--- src/rtl/rxw_pkg.sv ---
package rxw_pkg;
  localparam int LW = 16;
  localparam logic [15:0] FLG_SOP = 16'h8000;
  localparam logic [15:0] FLG_EOP = 16'h4000;
  localparam logic [15:0] FLG_OWN = 16'h2000;
  localparam logic [15:0] FLG_EOQ = 16'h1000;
  localparam logic [15:0] FLG_ERR = 16'h0800;

  typedef enum logic [3:0] {
    ST_IDLE, ST_RD0, ST_RD1, ST_RD2, ST_RD3, ST_CHK,
    ST_READY, ST_RECV, ST_DONE, ST_STAT
  } st_e;
endpackage

--- src/rtl/rxw_pack.sv ---
module rxw_pack #(
  parameter int AW = 16,
  parameter int LW = 16
) (
  input  logic          clk_i,
  input  logic          rst_ni,
  input  logic          start_i,
  input  logic          byte_v_i,
  input  logic [7:0]    byte_i,
  input  logic          eop_i,
  input  logic [AW-1:0] base_i,
  input  logic [LW-1:0] off_i,
  input  logic [LW-1:0] limit_i,
  output logic          wr_v_o,
  output logic [AW-1:0] wr_addr_o,
  output logic [31:0]   wr_data_o,
  output logic [3:0]    wr_be_o,
  output logic [LW-1:0] count_o,
  output logic          trunc_o
);
  logic [LW-1:0] pos_q, cnt_q, lim_q, pos_c, cnt_c, lim_c;
  logic [AW-1:0] base_q, base_c;
  logic [31:0]   acc_q, acc_c, acc_n;
  logic [3:0]    be_q, be_c, be_n;
  logic          trunc_q, trc_c, keep, emit;
  logic [1:0]    lane;

  always_comb begin
    pos_c  = start_i ? off_i   : pos_q;
    cnt_c  = start_i ? '0      : cnt_q;
    lim_c  = start_i ? limit_i : lim_q;
    base_c = start_i ? base_i  : base_q;
    acc_c  = start_i ? '0      : acc_q;
    be_c   = start_i ? '0      : be_q;
    trc_c  = start_i ? 1'b0    : trunc_q;
    keep   = byte_v_i && (cnt_c < lim_c);
    lane   = pos_c[1:0];
    acc_n  = acc_c;
    be_n   = be_c;
    if (keep) begin
      acc_n[8*lane +: 8] = byte_i;
      be_n[lane]         = 1'b1;
    end
    // full word, or leftover partial word at frame end
    emit = byte_v_i && ((keep && lane == 2'd3) || (eop_i && be_n != 4'h0));
  end

  always_ff @(posedge clk_i or negedge rst_ni) begin
    if (!rst_ni) begin
      pos_q <= '0; cnt_q <= '0; lim_q <= '0; base_q <= '0;
      acc_q <= '0; be_q <= '0; trunc_q <= 1'b0;
      wr_v_o <= 1'b0; wr_addr_o <= '0; wr_data_o <= '0; wr_be_o <= '0;
    end else begin
      wr_v_o <= emit;
      if (emit) begin
        wr_addr_o <= base_c + AW'(pos_c >> 2);
        wr_data_o <= acc_n;
        wr_be_o   <= be_n;
      end
      if (start_i || byte_v_i) begin
        pos_q   <= keep ? pos_c + 1'b1 : pos_c;
        cnt_q   <= keep ? cnt_c + 1'b1 : cnt_c;
        lim_q   <= lim_c;
        base_q  <= base_c;
        trunc_q <= trc_c | (byte_v_i && !keep);
        acc_q   <= emit ? '0 : acc_n;
        be_q    <= emit ? '0 : be_n;
      end
    end
  end

  assign count_o = cnt_q;
  assign trunc_o = trunc_q;
endmodule

--- src/rtl/rxw_event.sv ---
module rxw_event #(
  parameter int AW = 16
) (
  input  logic          clk_i,
  input  logic          rst_ni,
  input  logic          done_i,
  input  logic [AW-1:0] done_ptr_i,
  input  logic          ack_we_i,
  input  logic [AW-1:0] ack_ptr_i,
  output logic          event_o
);
  logic [AW-1:0] last_q;

  always_ff @(posedge clk_i or negedge rst_ni) begin
    if (!rst_ni) begin
      last_q  <= '0;
      event_o <= 1'b0;
    end else if (done_i) begin
      last_q  <= done_ptr_i;
      event_o <= 1'b1;
    end else if (ack_we_i && ack_ptr_i == last_q) begin
      event_o <= 1'b0;
    end
  end
endmodule

--- src/rtl/rxw_count.sv ---
module rxw_count #(
  parameter int CW = 16
) (
  input  logic          clk_i,
  input  logic          rst_ni,
  input  logic          inc_i,
  output logic [CW-1:0] cnt_o
);
  always_ff @(posedge clk_i or negedge rst_ni) begin
    if (!rst_ni) cnt_o <= '0;
    else if (inc_i && cnt_o != '1) cnt_o <= cnt_o + 1'b1;
  end
endmodule

--- src/rtl/rxw_walker.sv ---
module rxw_walker
  import rxw_pkg::*;
#(
  parameter int AW = 16,
  parameter int CW = 16
) (
  input  logic          clk_i,
  input  logic          rst_ni,
  input  logic          head_we_i,
  input  logic [AW-1:0] head_ptr_i,
  input  logic          ack_we_i,
  input  logic [AW-1:0] ack_ptr_i,
  input  logic [15:0]   max_len_i,
  input  logic [15:0]   buf_off_i,
  input  logic          rx_valid_i,
  input  logic          rx_sop_i,
  input  logic          rx_eop_i,
  input  logic [7:0]    rx_data_i,
  output logic          mem_req_o,
  output logic          mem_we_o,
  output logic [AW-1:0] mem_addr_o,
  output logic [31:0]   mem_wdata_o,
  output logic [3:0]    mem_be_o,
  input  logic [31:0]   mem_rdata_i,
  output logic          rx_event_o,
  output logic [CW-1:0] overrun_cnt_o
);
  st_e           st_q;
  logic [AW-1:0] ptr_q, nxt_q, buf_q;
  logic [LW-1:0] blen_q, room, limit;
  logic          start, byte_v, drop;
  logic          pk_v, pk_trunc;
  logic [AW-1:0] pk_addr;
  logic [31:0]   pk_data;
  logic [3:0]    pk_be;
  logic [LW-1:0] pk_count;
  logic [15:0]   flags;

  assign room   = (blen_q >= buf_off_i) ? blen_q - buf_off_i : '0;
  assign limit  = (room < max_len_i) ? room : max_len_i;
  assign start  = (st_q == ST_READY) && rx_valid_i && rx_sop_i;
  assign byte_v = start || ((st_q == ST_RECV) && rx_valid_i);
  assign drop   = rx_valid_i && rx_sop_i && (st_q != ST_READY) && (st_q != ST_RECV);
  assign flags  = FLG_SOP | FLG_EOP | ((nxt_q == '0) ? FLG_EOQ : 16'h0)
                | (pk_trunc ? FLG_ERR : 16'h0);

  always_ff @(posedge clk_i or negedge rst_ni) begin
    if (!rst_ni) begin
      st_q <= ST_IDLE; ptr_q <= '0; nxt_q <= '0; buf_q <= '0; blen_q <= '0;
    end else begin
      unique case (st_q)
        ST_IDLE:  if (head_we_i) begin ptr_q <= head_ptr_i; st_q <= ST_RD0; end
        ST_RD0:   st_q <= ST_RD1;
        ST_RD1:   begin nxt_q <= mem_rdata_i[AW-1:0]; st_q <= ST_RD2; end
        ST_RD2:   begin buf_q <= mem_rdata_i[AW-1:0]; st_q <= ST_RD3; end
        ST_RD3:   begin blen_q <= mem_rdata_i[LW-1:0]; st_q <= ST_CHK; end
        ST_CHK:   st_q <= mem_rdata_i[16 + 13] ? ST_READY : ST_IDLE;
        ST_READY: if (start) st_q <= rx_eop_i ? ST_DONE : ST_RECV;
        ST_RECV:  if (rx_valid_i && rx_eop_i) st_q <= ST_DONE;
        ST_DONE:  st_q <= ST_STAT;
        ST_STAT:  begin
          if (nxt_q == '0) st_q <= ST_IDLE;
          else begin ptr_q <= nxt_q; st_q <= ST_RD0; end
        end
        default:  st_q <= ST_IDLE;
      endcase
    end
  end

  always_comb begin
    mem_req_o = 1'b0; mem_we_o = 1'b0; mem_addr_o = '0;
    mem_wdata_o = '0; mem_be_o = '0;
    unique case (st_q)
      ST_RD0: begin mem_req_o = 1'b1; mem_addr_o = ptr_q; end
      ST_RD1: begin mem_req_o = 1'b1; mem_addr_o = ptr_q + AW'(1); end
      ST_RD2: begin mem_req_o = 1'b1; mem_addr_o = ptr_q + AW'(2); end
      ST_RD3: begin mem_req_o = 1'b1; mem_addr_o = ptr_q + AW'(3); end
      ST_STAT: begin
        mem_req_o = 1'b1; mem_we_o = 1'b1; mem_addr_o = ptr_q + AW'(3);
        mem_wdata_o = {flags, pk_count}; mem_be_o = 4'hF;
      end
      default: ;
    endcase
    if (pk_v) begin
      mem_req_o = 1'b1; mem_we_o = 1'b1; mem_addr_o = pk_addr;
      mem_wdata_o = pk_data; mem_be_o = pk_be;
    end
  end

  rxw_pack #(.AW(AW), .LW(LW)) u_pack (
    .clk_i, .rst_ni, .start_i(start), .byte_v_i(byte_v), .byte_i(rx_data_i),
    .eop_i(rx_eop_i), .base_i(buf_q), .off_i(buf_off_i), .limit_i(limit),
    .wr_v_o(pk_v), .wr_addr_o(pk_addr), .wr_data_o(pk_data), .wr_be_o(pk_be),
    .count_o(pk_count), .trunc_o(pk_trunc)
  );

  rxw_event #(.AW(AW)) u_event (
    .clk_i, .rst_ni, .done_i(st_q == ST_STAT), .done_ptr_i(ptr_q),
    .ack_we_i, .ack_ptr_i, .event_o(rx_event_o)
  );

  rxw_count #(.CW(CW)) u_ovr (
    .clk_i, .rst_ni, .inc_i(drop), .cnt_o(overrun_cnt_o)
  );
endmodule

--- config.mk ---
export PLATFORM = sky130hd
export DESIGN_NAME = rxw_walker
export DESIGN_NICKNAME = d
export VERILOG_FILES = /design/src/rtl/rxw_pkg.sv /design/src/rtl/rxw_pack.sv /design/src/rtl/rxw_event.sv /design/src/rtl/rxw_count.sv /design/src/rtl/rxw_walker.sv
export SDC_FILE = /design/constraint.sdc
export NUM_CORES = 1
export LEC_CHECK = 0
export ABC_AREA = 1
export BUFFER_PORTS_ARGS = -buffer_cell sky130_fd_sc_hd__buf_2
export CAP_MARGIN = 20
export CORE_ASPECT_RATIO = 0.9
export CORE_UTILIZATION = 30
export CTS_BUF_LIST = sky130_fd_sc_hd__clkbuf_8 sky130_fd_sc_hd__clkbuf_16
export DETAILED_ROUTE_END_ITERATION = 8
export PLACE_DENSITY_LB_ADDON = 0.2
export SYNTH_ARGS = -nofsm -noshare
export SYNTH_HDL_FRONTEND = slang
export SYNTH_SLANG_ARGS = --single-unit
--- constraint.sdc ---
create_clock -name clk_i -period 6.84 [get_ports clk_i]
set_clock_uncertainty 0.1 [all_clocks]
set_input_delay 1.368 -clock clk_i [delete_from_list [all_inputs] [get_ports clk_i]]
set_output_delay 1.368 -clock clk_i [all_outputs]
set_load 0.02 [all_outputs]
==> results of run 1 <==
-- final cells by class --
type / instances / area (sq um) / area share (%)
multi-input cells: 1419 / 8330 / 41.7
flip-flops and latches: 255 / 6380 / 31.9
repair buffers: 301 / 2140 / 10.7
inverters: 298 / 1140 / 5.69
well taps: 680 / 851 / 4.25
clock buffers: 35 / 831 / 4.15
clock inverters: 23 / 334 / 1.67
-- registers in the layout (all words and copies together) (netlist names), 16 cells and up --
| name | cells |
|---|---|
| ptr_q | 16 |
| u_pack.acc_q | 32 |
| u_pack.lim_q | 16 |
| u_event.last_q | 16 |
| u_pack.wr_data_o | 32 |
| nxt_q | 16 |
| u_pack.count_o | 16 |
| blen_q | 16 |
| buf_q | 16 |
| u_pack.pos_q | 16 |
| u_ovr.cnt_o | 16 |
| u_pack.base_q | 16 |
| u_pack.wr_addr_o | 16 |
-- cell usage in the layout, fill, tap and decap left out, drive strengths merged, types with 2 or more instances in the layout --
| cell | n |
|---|---|
| fa | 3 |
| ha | 72 |
| buf | 295 |
| bufinv | 8 |
| dfrtp | 255 |
| a21oi | 59 |
| a221oi | 2 |
| and2 | 15 |
| a31oi | 4 |
| inv | 302 |
| or2 | 20 |
| xnor2 | 9 |
| xor2 | 61 |
| nand3 | 137 |
| a22oi | 2 |
| and3 | 13 |
| nor3 | 28 |
| clkbuf | 41 |
| nand4 | 16 |
| a32oi | 3 |
| clkinvlp | 2 |
| o22ai | 19 |
| o211ai | 22 |
| clkinv | 9 |
| nand2 | 534 |
| nor2 | 143 |
| a21o | 3 |
| nor4 | 12 |
| o21ai | 228 |
| a211oi | 3 |
| o21bai | 4 |
-- synthesized netlist by cell type, drive strengths merged, types with 3 or more instances --
cell type	number
o21ai	228
or2	20
xnor2	9
nor4	12
inv	297
fa	3
nor3	28
a31oi	4
a32oi	3
nand4	16
nand2	533
xor2	61
nand3	137
a211oi	3
clkbuf	59
dfrtp	255
o211ai	22
nor2	143
o21bai	4
a21oi	59
a21o	3
ha	72
and2	15
buf	21
and3	13
o22ai	19
-- what timing repair did --
item,4_1_cts,5_1_grt
endpoints found under the setup margin,118,122
setup buffers,6,12
cloned,0,9
resized for setup,35,222
pin swaps,8,73
-- report_power, final --
| group | total [mW] | switching (mW) | internal (mW) | leakage, nW |
|---|---|---|---|---|
| clock | 1.87 | 0.699 | 1.17 | 0.587 |
| combinational | 3.68 | 2.25 | 1.43 | 6.58 |
| sequential | 2.23 | 0.278 | 1.95 | 3.34 |
| total | 7.78 | 3.23 | 4.55 | 10.5 |
-- routing by layer --
layer / share of wire [%] / up-vias / GRT usage (%)
li1: - / 7107 / -
met1: 49 / 6565 / 27.3
met2: 45 / 281 / 28.3
met3: 4.1 / 58 / 2.56
met4: 1.9 / 0 / 3.65
met5: 0 / - / 0
-- cells by family after synthesis --
family | after synthesis | share of synthesized area [%]
buffers and inverters | 378 | 9.73
AOI/OAI and AO/OA | 354 | 12.6
and+or+nand+nor | 918 | 25.6
xor gates and xnor gates | 70 | 4.01
DFF | 255 | 41.7
muxes | 1 | 0.0654
adders and majority gates | 75 | 6.28
-- worst max-delay path by stage --
| stage | startpoint | end | cells past startpoint |
|---|---|---|---|
| after floorplan | buf_off_i[2] | u_pack.wr_addr_o[0]$_DFFE_PN0P_ | 51 |
| after global placement | buf_off_i[2] | u_pack.acc_q[8]$_DFFE_PN0P_ | 48 |
| after detailed placement | buf_off_i[2] | u_pack.wr_data_o[8]$_DFFE_PN0P_ | 52 |
| after CTS | buf_off_i[2] | u_pack.acc_q[17]$_DFFE_PN0P_ | 55 |
| after global routing | buf_off_i[2] | u_pack.wr_data_o[3]$_DFFE_PN0P_ | 52 |
| final | buf_off_i[2] | u_pack.wr_data_o[5]$_DFFE_PN0P_ | 51 |
-- worst max-delay path, delay by kind of cell --
family,cells,cell delay [ns]
AO/OA/AOI/OAI,14,2.08
adder cells (fa/ha/maj),3,0.65
buffers and inverters,10,1.03
AND/OR/NAND/NOR,24,2.33
==> results.py, run 1 <==
metrics = {
    "setup_path": {
        "cp_max_fo": 7,
        "r2r_end": "u_pack.wr_data_o[5]$_DFFE_PN0P_",
        "cp-end-kind": "flop",
        "rr_worst_depth": 49,
        "cp_data_required_time_ns": 7.26,
        "cpMostUsedCell": "nand2_2",
        "start_kind": "primary input",
        "arrival_ns": 7.45,
        "slowest_delay_ns": 0.36,
        "path_class": "primary input to flop",
        "slowest_stage": "a2111oi_4",
        "r2r_start": "blen_q[2]$_DFFE_PN0P_",
        "reg2reg_slack_ns": 0.24,
    },
    "clocking": {
        "clock_latency_ns": 0.60,
        "cts.sinks": 255,
        "cts.path.max_buffers": 3,
        "clkTransAtPathRegs_ns": 0.06,
        "numCtsBuffers": 31,
        "cts_htree_levels": 1,
        "cts_tree": "built",
        "ctsHoldBuffers": 0,
        "root_buffer": "clkbuf_16",
    },
    "route": {
        "drc": 0,
        "drt_iter0_drc": 875,
        "vias": 14011,
        "wl_per_cell_microns": 16.0,
        "vias_per_cell": 4.65,
        "routed_wl_microns": 48300,
        "ant_nets": 0,
        "first_pass_iters": 5,
    },
    "place": {
        "routabilityCongestion": 0.903,
        "dp_cells": 2924,
        "place_ws_ns": -0.927,
        "portBuffers": 166,
        "postPlaceCellArea_sq_mm": 0.0176,
        "dpl.hpwl_microns": 35600,
    },
    "sta": {
        "worstMarginPinSlew_ns": 0.992,
        "fin_ws_ns": -0.188,
        "fin_crit_ns": 7.03,
        "fmaxAchievable_ghz": 0.142,
        "final.period_utilization_pct": 103,
        "setup-tns-final_ns": -11.41,
        "hold_viol": 0,
        "setup_viol_count_final": 98,
        "whs_ns": 0.374,
        "max_slew_margin_pct": 33.9,
        "rsz0062_at_grt": "true",
        "drv_slew": 0,
    },
    "finish": {
        "syn_to_final_growth_pct": 30.8,
        "nFillCells": 5257,
        "final_area_sq_mm": 0.0200,
        "nets": 2492,
        "n_antenna_cell": 0,
        "finish.utilization_pct": 39.7,
        "layout-drive-gt1-share_pct": 24.5,
        "instances_no_fill": 3011,
    },
    "pwr": {
        "p_leak_nw": 10.5,
        "total_power_mw": 7.78,
        "ir_drop_uv": 193,
        "power_density_mw_per_mm2": 389,
    },
    "floorplanning": {
        "core_region_area_sq_mm": 0.0504,
        "die_y_microns": 216,
        "dieArea_sq_mm": 0.0519,
        "io_pins": 182,
        "die_w_microns": 240,
        "rows": 78,
        "start_util_pct": 30.4,
    },
    "grt": {
        "grt_overflow": 0,
        "grt_pass1_vias": 13642,
        "grt_max_degree": 148,
        "antenna_found_initial": 0,
        "grt_use_total_pct": 18.4,
        "grt_pass1_wl_microns": 75400,
    },
    "yosys": {
        "synth_edf_count": 0,
        "synthFlopType": "dfrtp_1",
        "yosysSeqAreaShare_pct": 41.7,
        "synth_cells": 2051,
        "ys_ff_latch": 255,
        "syn_avg_cell_area_sq_um": 7.46,
        "yosysTopAreaCellShare_pct": 41.7,
        "synth_area_leaders": "dfrtp_1 42%, nand2_1 13%, o21ai_0 7.4%, inv_1 7.2%, ha_1 5.9%",
        "synth_top_area_cell": "dfrtp_1",
        "syn-num-nets": 2237,
        "synth-async-reset-ratio_pct": 100,
        "ys_types": 48,
        "syn-cell-area_sq_mm": 0.0153,
        "ys_warn_count": 0,
    },
    "worst_hold_path": {
        "hold_depth": 2,
        "hp-class": "flop to flop",
        "min_to": "u_pack.lim_q[13]$_DFFE_PN0P_",
        "hold_start": "u_pack.lim_q[13]$_DFFE_PN0P_",
    },
    "job": {
        "maxCapViolations": 0,
    },
    "run_status": {
        "violations": "negative setup slack",
        "status": "finished with violations",
    },
}
(Power assumes the default switching activity.)
==> run 2: changes to the inputs <==
--- a/config.mk
+++ b/config.mk
@@ -5,7 +5,7 @@
 export SDC_FILE = /design/constraint.sdc
 export NUM_CORES = 1
 export LEC_CHECK = 0
-export ABC_AREA = 1
+export ABC_AREA = 0
 export BUFFER_PORTS_ARGS = -buffer_cell sky130_fd_sc_hd__buf_2
 export CAP_MARGIN = 20
 export CORE_ASPECT_RATIO = 0.9
@@ -13,6 +13,7 @@
 export CTS_BUF_LIST = sky130_fd_sc_hd__clkbuf_8 sky130_fd_sc_hd__clkbuf_16
 export DETAILED_ROUTE_END_ITERATION = 8
 export PLACE_DENSITY_LB_ADDON = 0.2
+export REMOVE_ABC_BUFFERS = 1
 export SYNTH_ARGS = -nofsm -noshare
 export SYNTH_HDL_FRONTEND = slang
 export SYNTH_SLANG_ARGS = --single-unit
==> run 2 against run 1 <==
The run still ends with negative setup slack left; routed wire length is 3.0% lower; core utilization is 0.059 points lower; global-route usage is 0.20 points lower; design area is 2.4% lower.
==> results.py, run 2 <==
metrics = {
    "setup_path": {
        "reg2reg_slack_ns": 0.24,
        "cpMostUsedCell": "buf_4",
        "r2r_end": "u_pack.wr_data_o[31]$_DFFE_PN0P_",
        "crit_buf_inv": 7,
        "rr_worst_depth": 31,
        "start_kind": "primary input",
        "path_class": "primary input to flop",
        "cp_max_fo": 5,
        "slowest_stage": "or4_4",
        "cp_data_required_time_ns": 7.18,
        "arrival_ns": 7.43,
        "cp-end-kind": "flop",
        "r2r_start": "blen_q[1]$_DFFE_PN0P_",
        "critPathTopFamily": "compound AO/OA/AOI/OAI gates",
        "slowest_delay_ns": 0.57,
    },
    "floorplanning": {
        "dieArea_sq_mm": 0.0508,
        "start_util_pct": 30.4,
        "rows": 77,
        "core_region_area_sq_mm": 0.0492,
        "io_pins": 182,
        "die_y_microns": 214,
        "die_w_microns": 238,
    },
    "place": {
        "routabilityCongestion": 0.826,
        "portBuffers": 166,
        "dpl.hpwl_microns": 33500,
        "postPlaceCellArea_sq_mm": 0.0173,
    },
    "finish": {
        "final_area_sq_mm": 0.0195,
        "reg.largest.list": "u_pack.acc_q (32), u_pack.wr_data_o (32)",
        "multi_input_area_sq_mm": 0.00862,
        "nets": 2097,
        "seq_area_sq_mm": 0.00638,
        "final_common_cell": "nand2_1",
        "final_cell_mix": "259 x nand2_1, 254 x dfrtp_1, 164 x buf_2",
        "nFillCells": 4943,
        "layout-drive-gt1-share_pct": 29.9,
        "syn_to_final_growth_pct": 30.4,
    },
    "worst_hold_path": {
        "hold_start": "u_pack.base_q[2]$_DFFE_PN0P_",
        "min_to": "u_pack.base_q[2]$_DFFE_PN0P_",
        "hp-class": "flop to flop",
        "hold_depth": 2,
    },
    "yosys": {
        "ys_types": 79,
        "synth.most_common_cell": "nand2_1",
        "yosysSeqAreaShare_pct": 42.6,
        "syn_avg_cell_area_sq_um": 9.23,
        "yosys-top-cells-count": "270 x nand2_1, 255 x dfrtp_1, 128 x nor2_1",
        "synthFlopType": "dfrtp_1",
        "ys_ff_latch": 255,
        "synth_top_area_cell": "dfrtp_1",
        "synth_edf_count": 0,
        "synth-async-reset-ratio_pct": 100,
        "yosysTopAreaCellShare_pct": 42.6,
        "synth_cells": 1623,
        "synth_area_leaders": "dfrtp_1 43%, nand2_1 6.8%, ha_1 6.0%, mux2_2 5.0%, o21ai_0 3.2%",
        "syn-cell-area_sq_mm": 0.0150,
        "ys_warn_count": 0,
    },
    "clocking": {
        "cts_tree": "built",
        "cts.path.max_buffers": 3,
        "clkTransAtPathRegs_ns": 0.06,
        "cts.sinks": 255,
        "cts_htree_levels": 1,
        "root_buffer": "clkbuf_16",
        "clock_latency_ns": 0.57,
        "numCtsBuffers": 29,
    },
    "grt": {
        "grt_max_degree": 105,
        "grt_overflow": 0,
        "grt_use_total_pct": 18.2,
        "antenna_found_initial": 2,
        "grt_pass1_wl_microns": 74000,
        "grt_pass1_vias": 13154,
    },
    "route": {
        "first_pass_iters": 5,
        "routed_wl_microns": 46800,
        "vias_per_cell": 4.94,
        "ant_nets": 0,
        "vias": 12853,
        "wl_per_cell_microns": 18.0,
        "drc": 0,
        "drt_iter0_drc": 755,
    },
    "pwr": {
        "p_leak_nw": 9.38,
        "power_density_mw_per_mm2": 410,
        "ir_drop_uv": 188,
    },
    "sta": {
        "final.period_utilization_pct": 104,
        "hold_viol": 0,
        "max_slew_margin_pct": 29.1,
        "setup-tns-final_ns": -15.31,
        "setup_viol_count_final": 105,
        "rsz0062_at_grt": "true",
        "fmaxAchievable_ghz": 0.141,
        "fin_crit_ns": 7.09,
        "drv_slew": 0,
        "worstMarginPinSlew_ns": 1.03,
        "fin_ws_ns": -0.249,
    },
    "job": {
        "maxCapViolations": 0,
    },
    "run_status": {
        "violations": "negative setup slack",
        "status": "finished with violations",
    },
}
==> run 2: cell count changes after synthesis, sizes merged, moves of 32 or more <==
cell	change
mux2i	+34
mux2	+68
nand2	-263
o21ai	-131
xnor2	+32
nand3	-106
inv	-232
==> run 2: timing repair <==
| item | in CTS | in global routing |
|---|---|---|
| gates resized for setup | 91 | 90 |
| hold buffers | 0 | 0 |
| setup endpoints to repair | 122 | 122 |
| pin swaps | 37 | 26 |
| buffers inserted | 20 | 23 |
| cloned | 5 | 4 |
==> run 2: layout make-up <==
cell class,count,share of cell area [%]
multi-input cells,1220,44.2
clock buffers,33,4.00
diodes,1,0.0128
well taps,671,4.30
repair buffers,340,12.9
clock inverters,19,0.641
flip-flops and latches,255,32.7
inverters,65,1.30
==> run 2: cell families (layout without fill, tap and decap cells) <==
kind of cell	count (synthesis)	after routing	share of synthesized area (%)
and+or+nand+nor	602	602	18.8
xor gates and xnor gates	80	80	4.68
muxes	103	103	7.45
other	0	1	0
DFF	255	255	42.6
AOI/OAI and AO/OA	360	360	15.9
adders and majority gates	75	75	6.42
buffers and inverters	148	457	4.14
==> run 2: through the flow <==
step                hold WS [ns]  cells  util [%]  power [mW]  worst slack (ns)
detailed placement         0.354   2503      35.2        6.00             -1.77
CTS                        0.367   2578      38.3        7.79            -0.300
global route               0.393   2603      39.7        8.60            -0.569
finish                     0.368   2604      39.7        8.00            -0.249
global placement           0.349   2503      35.2        5.93             -1.51
floorplan                  0.334   1540         -        4.70             -5.42
==> run 2: routing by layer <==
metal	GRT usage, %	part of all wire (%)	routed length, microns	vias up
met1	25.1	47	22100	6291
met2	30.6	48	22500	243
met5	0	0	0	-
li1	-	-	-	6262
met4	3.42	1.8	826	0
met3	2.17	3.1	1430	57
==> run 2: worst max-delay path by stage <==
| stage | end | slack, ns | cells past startpoint | from |
|---|---|---|---|---|
| final | u_pack.wr_data_o[31]$_DFFE_PN0P_ | -0.25 | 33 | buf_off_i[1] |
| after global routing | u_pack.wr_data_o[31]$_DFFE_PN0P_ | -0.57 | 35 | buf_off_i[1] |
| after CTS | u_pack.wr_data_o[23]$_DFFE_PN0P_ | -0.30 | 32 | buf_off_i[1] |
| after detailed placement | u_pack.wr_data_o[21]$_DFFE_PN0P_ | -1.77 | 30 | buf_off_i[1] |
| after global placement | u_pack.wr_data_o[21]$_DFFE_PN0P_ | -1.51 | 30 | buf_off_i[1] |
| after floorplan | u_pack.wr_addr_o[0]$_DFFE_PN0P_ | -5.42 | 28 | buf_off_i[1] |
==> run 2: where the power goes <==
part	internal [mW]	switching (mW)
Clock	0.849	0.654
Sequential	2.04	0.425
Combinational	1.93	2.11
Total	4.82	3.19
==> run 2: tightest hold or removal path, cell delays in order (launching register included) <==
cell	delay (ns)
dfrtp_1	0.32
nand2_1	0.06
nand2_1	0.06
